File: src/rtl/memctl_cfg_pkg.sv
package memctl_cfg_pkg;

    localparam int DW = 32;
    localparam int PW = 10;

    localparam logic [PW-1:0] PORT_INDEX = 10'h010;
    localparam logic [PW-1:0] PORT_DATA  = 10'h011;

    // internal register indices
    localparam logic [DW-1:0] IX_ERR0  = 32'h00;
    localparam logic [DW-1:0] IX_ERR1  = 32'h08;
    localparam logic [DW-1:0] IX_EADR  = 32'h10;
    localparam logic [DW-1:0] IX_CFG   = 32'h20;
    localparam logic [DW-1:0] IX_STAT  = 32'h24;
    localparam logic [DW-1:0] IX_RFSH  = 32'h30;
    localparam logic [DW-1:0] IX_IDLE  = 32'h34;
    localparam logic [DW-1:0] IX_BANK0 = 32'h40;
    localparam logic [DW-1:0] IX_TIME  = 32'h80;
    localparam logic [DW-1:0] IX_ECFG  = 32'h94;
    localparam logic [DW-1:0] IX_EST   = 32'h98;

    // write masks
    localparam logic [DW-1:0] MSK_CFG  = 32'hFFE0_0000;
    localparam logic [DW-1:0] MSK_RFSH = 32'h3FF8_0000;
    localparam logic [DW-1:0] MSK_IDLE = 32'hF800_0000;
    localparam logic [DW-1:0] FRC_IDLE = 32'h07C0_0000;
    localparam logic [DW-1:0] MSK_ECFG = 32'h00F0_0000;
    localparam logic [DW-1:0] MSK_EST  = 32'hFFF0_F000;
    localparam logic [DW-1:0] MSK_BANK = 32'hFFDE_E001;

    // reset values
    localparam logic [DW-1:0] RST_CFG  = 32'h0080_0000;
    localparam logic [DW-1:0] RST_RFSH = 32'h05F0_0000;
    localparam logic [DW-1:0] RST_IDLE = 32'h07C0_0000;

    localparam logic [DW-1:0] ALL_ONES = '1;

    localparam int EN_BIT = 31;
    localparam int SR_BIT = 30;

    typedef enum logic [3:0] {
        RID_ERR0, RID_ERR1, RID_EADR, RID_CFG, RID_STAT, RID_RFSH,
        RID_IDLE, RID_BANK, RID_ECFG, RID_EST, RID_NONE
    } reg_id_e;

    typedef struct packed {
        reg_id_e    id;
        logic [1:0] bank;
    } reg_sel_t;

    function automatic reg_sel_t decode_index(input logic [DW-1:0] ix, input int nbanks);
        reg_sel_t r;
        r.id   = RID_NONE;
        r.bank = 2'd0;
        unique case (ix)
            IX_ERR0: r.id = RID_ERR0;
            IX_ERR1: r.id = RID_ERR1;
            IX_EADR: r.id = RID_EADR;
            IX_CFG:  r.id = RID_CFG;
            IX_STAT: r.id = RID_STAT;
            IX_RFSH: r.id = RID_RFSH;
            IX_IDLE: r.id = RID_IDLE;
            IX_ECFG: r.id = RID_ECFG;
            IX_EST:  r.id = RID_EST;
            default: begin
                if (ix >= IX_BANK0 && ix < IX_BANK0 + DW'(4 * nbanks) && ix[1:0] == 2'b00) begin
                    r.id   = RID_BANK;
                    r.bank = ix[3:2];
                end
            end
        endcase
        return r;
    endfunction

endpackage

File: src/rtl/cfg_masked_reg.sv
module cfg_masked_reg
    import memctl_cfg_pkg::*;
#(
    parameter logic [DW-1:0] MASK  = '1,
    parameter logic [DW-1:0] FORCE = '0,
    parameter logic [DW-1:0] RSTV  = '0
) (
    input  logic          clk,
    input  logic          rst,
    input  logic          we,
    input  logic [DW-1:0] wdata,
    output logic [DW-1:0] q
);
    always_ff @(posedge clk) begin
        if (rst) begin
            q <= RSTV;
        end else if (we) begin
            q <= (wdata & MASK) | FORCE;
        end
    end
endmodule

File: src/rtl/cfg_w1c_reg.sv
module cfg_w1c_reg
    import memctl_cfg_pkg::*;
(
    input  logic          clk,
    input  logic          rst,
    input  logic          we,
    input  logic [DW-1:0] wdata,
    input  logic [DW-1:0] set_bits,
    output logic [DW-1:0] q
);
    logic [DW-1:0] clr_bits;

    assign clr_bits = we ? wdata : '0;

    always_ff @(posedge clk) begin
        if (rst) begin
            q <= '0;
        end else begin
            q <= (q & ~clr_bits) | set_bits;
        end
    end
endmodule

File: src/rtl/cfg_ctrl_status.sv
module cfg_ctrl_status
    import memctl_cfg_pkg::*;
(
    input  logic          clk,
    input  logic          rst,
    input  logic          cfg_we,
    input  logic          est_we,
    input  logic [DW-1:0] wdata,
    output logic [DW-1:0] cfg_q,
    output logic [DW-1:0] stat_q,
    output logic [DW-1:0] est_q,
    output logic          irq_q
);
    logic [DW-1:0] cfg_new;
    logic [DW-1:0] est_new;
    logic          st_en_q;
    logic          st_sr_q;

    assign cfg_new = wdata & MSK_CFG;
    assign est_new = wdata & MSK_EST;

    always_ff @(posedge clk) begin
        if (rst) begin
            cfg_q   <= RST_CFG;
            st_en_q <= 1'b0;
            st_sr_q <= 1'b0;
        end else if (cfg_we) begin
            cfg_q <= cfg_new;
            if (!cfg_q[EN_BIT] && cfg_new[EN_BIT]) begin
                st_en_q <= 1'b0;
            end else if (cfg_q[EN_BIT] && !cfg_new[EN_BIT]) begin
                st_en_q <= 1'b1;
            end
            if (!cfg_q[SR_BIT] && cfg_new[SR_BIT]) begin
                st_sr_q <= 1'b1;
            end else if (cfg_q[SR_BIT] && !cfg_new[SR_BIT]) begin
                st_sr_q <= 1'b0;
            end
        end
    end

    always_comb begin
        stat_q         = '0;
        stat_q[EN_BIT] = st_en_q;
        stat_q[SR_BIT] = st_sr_q;
    end

    always_ff @(posedge clk) begin
        if (rst) begin
            est_q <= '0;
            irq_q <= 1'b0;
        end else if (est_we) begin
            est_q <= est_new;
            irq_q <= (est_new != '0);
        end
    end
endmodule

File: src/rtl/memctl_cfg_regs.sv
module memctl_cfg_regs
    import memctl_cfg_pkg::*;
#(
    parameter int NUM_BANKS = 4
) (
    input  logic          clk,
    input  logic          rst,
    input  logic          acc_valid,
    input  logic          acc_write,
    input  logic [PW-1:0] acc_port,
    input  logic [DW-1:0] acc_wdata,
    input  logic [DW-1:0] err0_set,
    input  logic [DW-1:0] err1_set,
    output logic [DW-1:0] rd_data,
    output logic          ecc_irq
);
    localparam int NB = (NUM_BANKS > 4) ? 4 : NUM_BANKS;

    logic [DW-1:0] idx_q;
    reg_sel_t      sel;
    logic          wr_idx, wr_dat, rd_acc;

    logic [DW-1:0] err0_q, err1_q, eadr_q, rfsh_q, idle_q, ecfg_q;
    logic [DW-1:0] cfg_q, stat_q, est_q;
    logic [DW-1:0] bank_q [NB];
    logic [DW-1:0] dat_mux;

    assign sel    = decode_index(idx_q, NB);
    assign wr_idx = acc_valid && acc_write && acc_port == PORT_INDEX;
    assign wr_dat = acc_valid && acc_write && acc_port == PORT_DATA;
    assign rd_acc = acc_valid && !acc_write;

    always_ff @(posedge clk) begin
        if (rst) begin
            idx_q <= '0;
        end else if (wr_idx) begin
            idx_q <= acc_wdata;
        end
    end

    cfg_w1c_reg u_err0 (
        .clk(clk), .rst(rst), .we(wr_dat && sel.id == RID_ERR0),
        .wdata(acc_wdata), .set_bits(err0_set), .q(err0_q)
    );

    cfg_w1c_reg u_err1 (
        .clk(clk), .rst(rst), .we(wr_dat && sel.id == RID_ERR1),
        .wdata(acc_wdata), .set_bits(err1_set), .q(err1_q)
    );

    cfg_masked_reg #(.MASK('1), .FORCE('0), .RSTV('0)) u_eadr (
        .clk(clk), .rst(rst), .we(wr_dat && sel.id == RID_EADR),
        .wdata(acc_wdata), .q(eadr_q)
    );

    cfg_masked_reg #(.MASK(MSK_RFSH), .FORCE('0), .RSTV(RST_RFSH)) u_rfsh (
        .clk(clk), .rst(rst), .we(wr_dat && sel.id == RID_RFSH),
        .wdata(acc_wdata), .q(rfsh_q)
    );

    cfg_masked_reg #(.MASK(MSK_IDLE), .FORCE(FRC_IDLE), .RSTV(RST_IDLE)) u_idle (
        .clk(clk), .rst(rst), .we(wr_dat && sel.id == RID_IDLE),
        .wdata(acc_wdata), .q(idle_q)
    );

    cfg_masked_reg #(.MASK(MSK_ECFG), .FORCE('0), .RSTV('0)) u_ecfg (
        .clk(clk), .rst(rst), .we(wr_dat && sel.id == RID_ECFG),
        .wdata(acc_wdata), .q(ecfg_q)
    );

    for (genvar b = 0; b < NB; b++) begin : g_bank
        cfg_masked_reg #(.MASK(MSK_BANK), .FORCE('0), .RSTV('0)) u_bank (
            .clk(clk), .rst(rst),
            .we(wr_dat && sel.id == RID_BANK && sel.bank == 2'(b)),
            .wdata(acc_wdata), .q(bank_q[b])
        );
    end

    cfg_ctrl_status u_ctrl (
        .clk(clk), .rst(rst),
        .cfg_we(wr_dat && sel.id == RID_CFG),
        .est_we(wr_dat && sel.id == RID_EST),
        .wdata(acc_wdata),
        .cfg_q(cfg_q), .stat_q(stat_q), .est_q(est_q), .irq_q(ecc_irq)
    );

    always_comb begin
        dat_mux = ALL_ONES;
        unique case (sel.id)
            RID_ERR0: dat_mux = err0_q;
            RID_ERR1: dat_mux = err1_q;
            RID_EADR: dat_mux = eadr_q;
            RID_CFG:  dat_mux = cfg_q;
            RID_STAT: dat_mux = stat_q;
            RID_RFSH: dat_mux = rfsh_q;
            RID_IDLE: dat_mux = idle_q;
            RID_BANK: dat_mux = bank_q[sel.bank];
            RID_ECFG: dat_mux = ecfg_q;
            RID_EST:  dat_mux = est_q;
            default:  dat_mux = ALL_ONES;
        endcase
    end

    always_ff @(posedge clk) begin
        if (rst) begin
            rd_data <= '0;
        end else if (rd_acc) begin
            if (acc_port == PORT_INDEX) begin
                rd_data <= idx_q;
            end else if (acc_port == PORT_DATA) begin
                rd_data <= dat_mux;
            end else begin
                rd_data <= '0;
            end
        end
    end
endmodule

File: config.mk
export PLATFORM = sky130hd
export DESIGN_NAME = memctl_cfg_regs
export DESIGN_NICKNAME = d
export VERILOG_FILES = /design/src/rtl/memctl_cfg_pkg.sv /design/src/rtl/cfg_masked_reg.sv /design/src/rtl/cfg_w1c_reg.sv /design/src/rtl/cfg_ctrl_status.sv /design/src/rtl/memctl_cfg_regs.sv
export SDC_FILE = /design/constraint.sdc
export NUM_CORES = 1
export LEC_CHECK = 0
export BUFFER_PORTS_ARGS = -buffer_cell sky130_fd_sc_hd__clkbuf_2
export CORE_MARGIN = 2
export CORE_UTILIZATION = 34
export CTS_CLUSTER_DIAMETER = 60
export DETAILED_ROUTE_END_ITERATION = 6
export PLACE_DENSITY_LB_ADDON = 0.08
export SLEW_MARGIN = 40
export SYNTH_ARGS = -nofsm -noshare
export SYNTH_HDL_FRONTEND = slang
export SYNTH_SLANG_ARGS = --single-unit
File: constraint.sdc
create_clock -name clk -period 4.9 [get_ports clk]
set_input_delay 0.49 -clock clk [delete_from_list [all_inputs] [get_ports clk]]
set_output_delay 0.49 -clock clk [all_outputs]
set_load 0.05 [all_outputs]
==> results of run 1 <==
## power by group through the flow
| stage | logic, mW | registers, mW | clock network, mW |
|---|---|---|---|
| 5_1_grt | 0.298 | 2.37 | 2.61 |
| 3_5_place_dp | 0.275 | 2.42 | 0 |
| 6_report | 0.273 | 2.37 | 2.45 |
| 3_3_place_gp | 0.273 | 2.42 | 0 |
| 4_1_cts | 0.276 | 2.37 | 2.51 |
| 2_1_floorplan | 0.134 | 2.43 | 0 |
## registers in the layout, summed over array words and instances (netlist names)
signal	count
u_ctrl.est_q	16
u_ctrl.st_en_q	1
u_eadr.q	32
idx_q	32
u_ecfg.q	4
u_err1.q	32
u_ctrl.irq_q	1
rd_data	32
u_ctrl.st_sr_q	1
u_rfsh.q	11
g_bank.u_bank.q	72
u_ctrl.cfg_q	11
u_err0.q	32
u_idle.q	5
## Yosys cell counts (3+ instances only)
master	number	area share, %
buf_2	44	1.8
nand4_1	6	0.30
clkbuf_1	77	2.3
and4b_1	3	0.24
a211oi_1	18	1.1
nand2_1	377	11
o211ai_1	18	1.1
mux2i_1	46	3.7
a21oi_1	218	8.7
dfxtp_1	282	45
nor2_1	134	4.0
nor4b_1	4	0.28
a222oi_1	10	0.80
a31oi_1	9	0.45
inv_1	4	0.12
buf_4	4	0.24
mux4_2	15	2.7
a22o_1	11	0.77
mux2_2	3	0.27
nor4_4	4	0.68
nand2b_1	3	0.15
nand3b_1	3	0.18
and4_1	5	0.35
buf_6	8	0.72
a221oi_1	19	1.3
nor2b_1	4	0.20
or4_1	4	0.24
and3_1	13	0.65
a21o_1	29	1.7
a32oi_1	3	0.21
a211o_1	5	0.35
and2_0	5	0.25
nand3_1	12	0.48
a22oi_1	33	2.0
o21ai_0	5	0.20
and2_1	10	0.50
nor3_1	12	0.48
nor4_1	18	0.90
## cells in the final DEF, fill, tap and decap left out, types with 5 or more instances in the layout
master,n
o21ai_0,5
nor4_1,16
dfxtp_1,281
a22oi_1,33
clkbuf_1,10
a221oi_1,19
clkbuf_16,38
clkbuf_2,141
nand3_1,12
a222oi_1,10
mux2i_1,46
and2_0,5
mux4_2,15
a21oi_1,218
nor2_1,133
nand4_1,6
a211oi_1,18
nor4_4,5
a31oi_1,9
nand2_1,377
o211ai_1,18
buf_4,32
a211o_1,5
and3_1,12
and2_1,10
a21o_1,29
nor3_1,10
clkinv_2,6
a22o_1,11
## worst reg2reg max path: stages (launching register included)
cell and delay (ns):
dfxtp_1 0.36, nor4_1 0.64, nand2_1 0.56, nor2_1 0.37, buf_4 0.28, and4_1 0.77
nand2_1 0.12, a21oi_1 0.16
## logic make-up (layout without fill, tap and decap cells)
group | count (synthesis) | count (layout) | share of synthesized area, %
flops | 282 | 282 | 45.06
buf+inv | 140 | 239 | 5.243
xor+xnor | 2 | 2 | 0.1398
simple gates | 636 | 636 | 22.69
fa+ha+maj | 2 | 2 | 0.1997
mux | 64 | 64 | 6.641
compound gates | 394 | 394 | 20.02
## layer usage
metal | up-vias | wire length, µm | global-route usage (%)
met4 | 0 | 1107 | 6.397
li1 | 5486 | - | -
met5 | - | 0 | 0
met1 | 5490 | 20120 | 31.14
met3 | 63 | 2261 | 3.404
met2 | 288 | 21140 | 38.18
## metrics by stage
| stage | setup WS, ns | utilization [%] |
|---|---|---|
| after floorplan | 2.176 | - |
| after global routing | 1.283 | 40.15 |
| after detailed placement | 1.305 | 37.20 |
| after global placement | 1.275 | 37.07 |
| final | 1.566 | 40.15 |
| after CTS | 1.567 | 40.14 |
## worst min-delay path by stage
stage | slack [ns] | to | cells after the start
5_1_grt | 0.18 | u_err0.q[26] | 3
3_5_place_dp | 0.44 | g_bank[2].u_bank.q[20] | 2
6_report | 0.18 | u_err1.q[31] | 3
2_1_floorplan | 0.43 | g_bank[0].u_bank.q[22] | 2
4_1_cts | 0.17 | u_err1.q[3] | 3
3_3_place_gp | 0.44 | g_bank[2].u_bank.q[20] | 2
## area by class of cell
| class | instances | area, µm² | share of cell area (%) |
|---|---|---|---|
| clock buffer | 50 | 1005 | 6.868 |
| clock inverter | 8 | 68.82 | 0.4704 |
| inverter | 4 | 15.01 | 0.1026 |
| multi-input combinational | 1098 | 6286 | 42.97 |
| sequential | 282 | 5647 | 38.60 |
| tap | 468 | 585.6 | 4.003 |
| timing repair buffer | 177 | 1022 | 6.988 |
==> impl_metrics.ini, run 1 <==
[status]
outcome = finished, final reports clean

[pwr]
powerDensity_nw_per_um2 = 348.2
totalPowerFinal_mw = 5.094
max-vdd-ir-drop_v = 0.0002184
p_comb_share_pct = 5.4
p_int_mw = 3.897
p_seq_share_pct = 46.5
power.switching_mw = 1.196
p_clk_share_pct = 48.1
leakage_nw = 5.201
switching_share_pct = 23.49

[sta]
maxSlewHeadroom_pct = 43.45
min_period_ns = 3.334
final-setup-viol-count = 0
drv_slew = 0
final_hold_viol_count = 0
tightest_slew_ns = 0.8482
whs_ns = 0.1843
final.setup_skew_ns = 0.01220
max_freq_mhz = 299.9
rsz0062_at_grt = no
tns_ns = 0
fin_crit_sh_pct = 68.04

[worst_setup_path]
required_ns = 5.33
r2r-start = idx_q[13]
cp-start-kind = flop
endpoint = u_ctrl.est_q[25]
r2r-end = u_ctrl.est_q[25]
cp_top_family = simple AND/OR/NAND/NOR gates
path_depth = 7
r2r_setup_slack_ns = 1.57
cp_cell_sequence = nor4_1 -> nand2_1 -> nor2_1 -> buf_4 -> and4_1 -> nand2_1 -> a21oi_1
cp_slowest_cell = and4_1
crit_path_end_kind = flop
crit_type = reg2reg
cp_num_buf_inv = 1
cpMostUsedCell = nand2_1
path_max_fanout = 17
cp-startpoint = idx_q[13]
r2r.worst_path.cells = 7
cpPeakStageDelay_ns = 0.77
cp.arrival_ns = 3.76

[yosys]
synth_nets = 1632
yosys_warnings = 0
synth_edf_count = 0
ys_ff_latch = 282
syn-cell-area_um2 = 12530
ys_seq_area_share_pct = 45.06
synth_ff_type = dfxtp_1
synth.avg_cell_area_um2 = 8.242
syn_inst = 1520
synth.distinct_cells = 68
ys_async_sr_fraction_pct = 0

[clocking]
cts_tree = done
clock_latency_ns = 0.51
clk_pin_slew_ns = 0.06
root_buffer = clkbuf_16
cts_resized = 0
post_cts_buffers = 0
cts_sinks = 282
cts_inserted_buffers = 34
htree_levels = 2
cts_max_path_buffers = 3
cts.hold.buffers_added = 0

[routing]
via_per_inst = 5.427
vias = 11330
route.antenna.remaining_nets = 0
wl_per_cell_um = 21.39
first_iter_violations = 836
postRouteWirelength_um = 44630
first_pass_iters = 5
drc_errors = 0

[global_routing]
antenna_found_initial = 0
overflow = 0
grt_start_max_net_pins = 143
grt_pass1_vias = 10720
grt_usage_pct = 22.99
grt_pass1_wl_um = 67630

[placement]
routabilityCongestion = 0.8240
place_inst = 2029
place_area_um2 = 13550
dp.final_hpwl_um = 29720
io_buffers = 142

[final_layout]
fin_area_um2 = 14630
area_growth_pct = 16.77
nFillCells = 3774
drive_above_1_share_pct = 16.92
final_nets = 1709
fin_cells = 2087
diodes = 0

[hold_path]
hold_start = err1_set[31]
hp-class = in2reg

[die]
fp.dieH_um = 196.0
io_pins = 143
num_rows = 70
fp.coreArea_um2 = 36430
start_util_pct = 34.39
die_width_um = 196.0
die-area_um2 = 38400

[flow_run]
drv_cap = 0
Power figures use the tool's default switching activity.
==> run 2, diff against run 1 <==
- ABC_AREA: unset -> 1
- clock period: 4.9 -> 3.28 ns (I/O delays scaled with it)
==> impl_metrics.ini, run 2 <==
[status]
outcome = finished, final reports clean

[global_routing]
grt_pass1_vias = 11170
antenna_found_initial = 0
grt_pass1_wl_um = 67370
grt_usage_pct = 22.67
overflow = 0
grt_start_max_net_pins = 82

[worst_setup_path]
cp-start-kind = flop
cpMostUsedCell = nand2_1
path_max_fanout = 64
cp_cell_sequence = inv_2 -> nand3_1 -> inv_1 -> nand2_1 -> nor2_1 -> nand2_1 -> nand2_1 -> nor2_2 -> nand3_2 -> nand2_4 -> and3_1 -> nand2_8 -> buf_4 -> a21oi_2 -> nor2_2
cp.arrival_ns = 3.37
required_ns = 3.67
cp_slowest_cell = dfxtp_1
crit_type = reg2reg
cpPeakStageDelay_ns = 0.46
crit_path_end_kind = flop

[pwr]
leakage_nw = 6.276
powerDensity_nw_per_um2 = 531.3
max-vdd-ir-drop_v = 0.0002778

[final_layout]
regMostFlops = g_bank.u_bank.q
layout_common_cells = o21ai_0 (306), dfxtp_1 (282), a21oi_1 (244)
layout_commonest_cell = o21ai_0
final_util_pct = 41.02
fin_area_um2 = 14980
area_growth_pct = 19.13
largest_register_ffs = 72
drive_above_1_share_pct = 18.65
final_nets = 1930
nFillCells = 3845

[yosys]
ys_async_sr_fraction_pct = 0
synth.avg_cell_area_um2 = 7.424
synth.largest_area_cell = dfxtp_1
synth_area_leaders = dfxtp_1 (45%), o21ai_0 (12%), a21oi_1 (9.7%), inv_1 (5.9%), nand2_1 (4.6%)
ys_ff_latch = 282
synth_nets = 1806
syn-cell-area_um2 = 12580
ys_seq_area_share_pct = 44.89
synth.distinct_cells = 40
syn_inst = 1694
synth_edf_count = 0
synth_ff_type = dfxtp_1
synth.top_cells.by_count = o21ai_0 (306), dfxtp_1 (282), a21oi_1 (244)
yosys_warnings = 0
yosysTopAreaCellShare_pct = 44.89
synth_most_common_cell = o21ai_0

[die]
io_pins = 143
start_util_pct = 34.44
fp.coreArea_um2 = 36520
die_width_um = 196.3
num_rows = 70
fp.dieH_um = 196.3
die-area_um2 = 38550

[sta]
maxSlewHeadroom_pct = 49.69
drv_slew = 0
final_hold_viol_count = 0
rsz0062_at_grt = no
final.setup_skew_ns = 0.01620
min_period_ns = 2.982
max_freq_mhz = 335.4
fin_crit_sh_pct = 90.90
tightest_slew_ns = 0.7528
tns_ns = 0
final-setup-viol-count = 0

[routing]
route.antenna.remaining_nets = 0
first_iter_violations = 858
wl_per_cell_um = 18.97
first_pass_iters = 5
vias = 11810
drc_errors = 0
postRouteWirelength_um = 43780
via_per_inst = 5.117

[hold_path]
hp-class = in2reg

[clocking]
root_buffer = clkbuf_16
cts_tree = done
cts.hold.buffers_added = 0
post_cts_buffers = 0
cts_resized = 0
cts_inserted_buffers = 35
clock_latency_ns = 0.52
clk_pin_slew_ns = 0.06
cts_max_path_buffers = 3
cts_sinks = 282
htree_levels = 2

[placement]
place_area_um2 = 13840
dp.final_hpwl_um = 30410
routabilityCongestion = 0.8454
io_buffers = 142

[flow_run]
drv_cap = 0
==> run 2: cell count changes in the layout (fill, tap and decap cells not counted), moves of 26 or more <==
cell | previous run | this run
o21ai_0 | 5 | 306
nand2_1 | 377 | 155
inv_1 | 4 | 197
nor2_2 | 1 | 49
mux2i_1 | 46 | 0
nand4_1 | 6 | 41
a22oi_1 | 33 | 0
nand3_1 | 12 | 42
a21o_1 | 29 | 0
a21oi_1 | 218 | 244
==> run 2: cell type report <==
class	count	area (µm²)	area share, %
sequential	282	5645	37.68
multi-input combinational	1087	5632	37.59
timing repair buffer	191	1147	7.658
clock buffer	48	1027	6.856
inverter	221	830.8	5.545
tap	468	585.6	3.908
clock inverter	10	112.6	0.7516
antenna	1	2.502	0.01670
==> run 2: through the flow <==
| stage | worst slack (ns) | instances | hold slack (ns) | total power [mW] |
|---|---|---|---|---|
| floorplan | 1.103 | 1694 | 0.4237 | 3.927 |
| global placement | 0.4387 | 2249 | 0.4413 | 4.175 |
| detailed placement | 0.3590 | 2249 | 0.4426 | 4.177 |
| CTS | 0.3437 | 2307 | 0.01543 | 8.036 |
| global route | 0.04029 | 2307 | 0.03499 | 8.243 |
| finish | 0.2984 | 2308 | 0.03137 | 7.960 |
==> run 2: where the power goes <==
part	internal, mW	switching (mW)	leakage [nW]	total [mW]
sequential	3.50	0.0370	2.30	3.54
clock	2.34	1.51	0.563	3.85
combinational	0.170	0.394	3.42	0.563
==> run 2: final timing paths <==
| path | start | end | slack [ns] | cells past startpoint |
|---|---|---|---|---|
| setup / recovery | idx_q[2] | u_eadr.q[10] | 0.30 | 15 |
| hold / removal | err0_set[18] | u_err0.q[18] | 0.03 | 3 |
| setup reg to reg | idx_q[2] | u_eadr.q[10] | 0.30 | 15 |
| hold reg to reg | u_rfsh.q[29] | u_rfsh.q[29] | 0.45 | 2 |
==> run 2: logic make-up after synthesis <==
kind of cell | count (synthesis) | synth area share (%)
buf+inv | 325 | 10.44
flops | 282 | 44.89
simple gates | 455 | 17.50
fa+ha+maj | 2 | 0.1989
compound gates | 630 | 26.98
==> run 2: routing by layer <==
metal | share of wire (%) | vias to the layer above | track usage, %
met3 | 6.0 | 56 | 3.542
met4 | 1.8 | 0 | 5.415
met5 | 0 | - | 0
met1 | 51 | 5538 | 34.60
li1 | - | 5910 | -
met2 | 42 | 307 | 33.11
==> run 2: worst max-delay path, delay by kind of cell (launching register included) <==
| family | cells | cell delay, ns |
|---|---|---|
| compound gates | 1 | 0.14 |
| buf+inv | 3 | 0.55 |
| flops | 1 | 0.46 |
| simple gates | 11 | 1.63 |
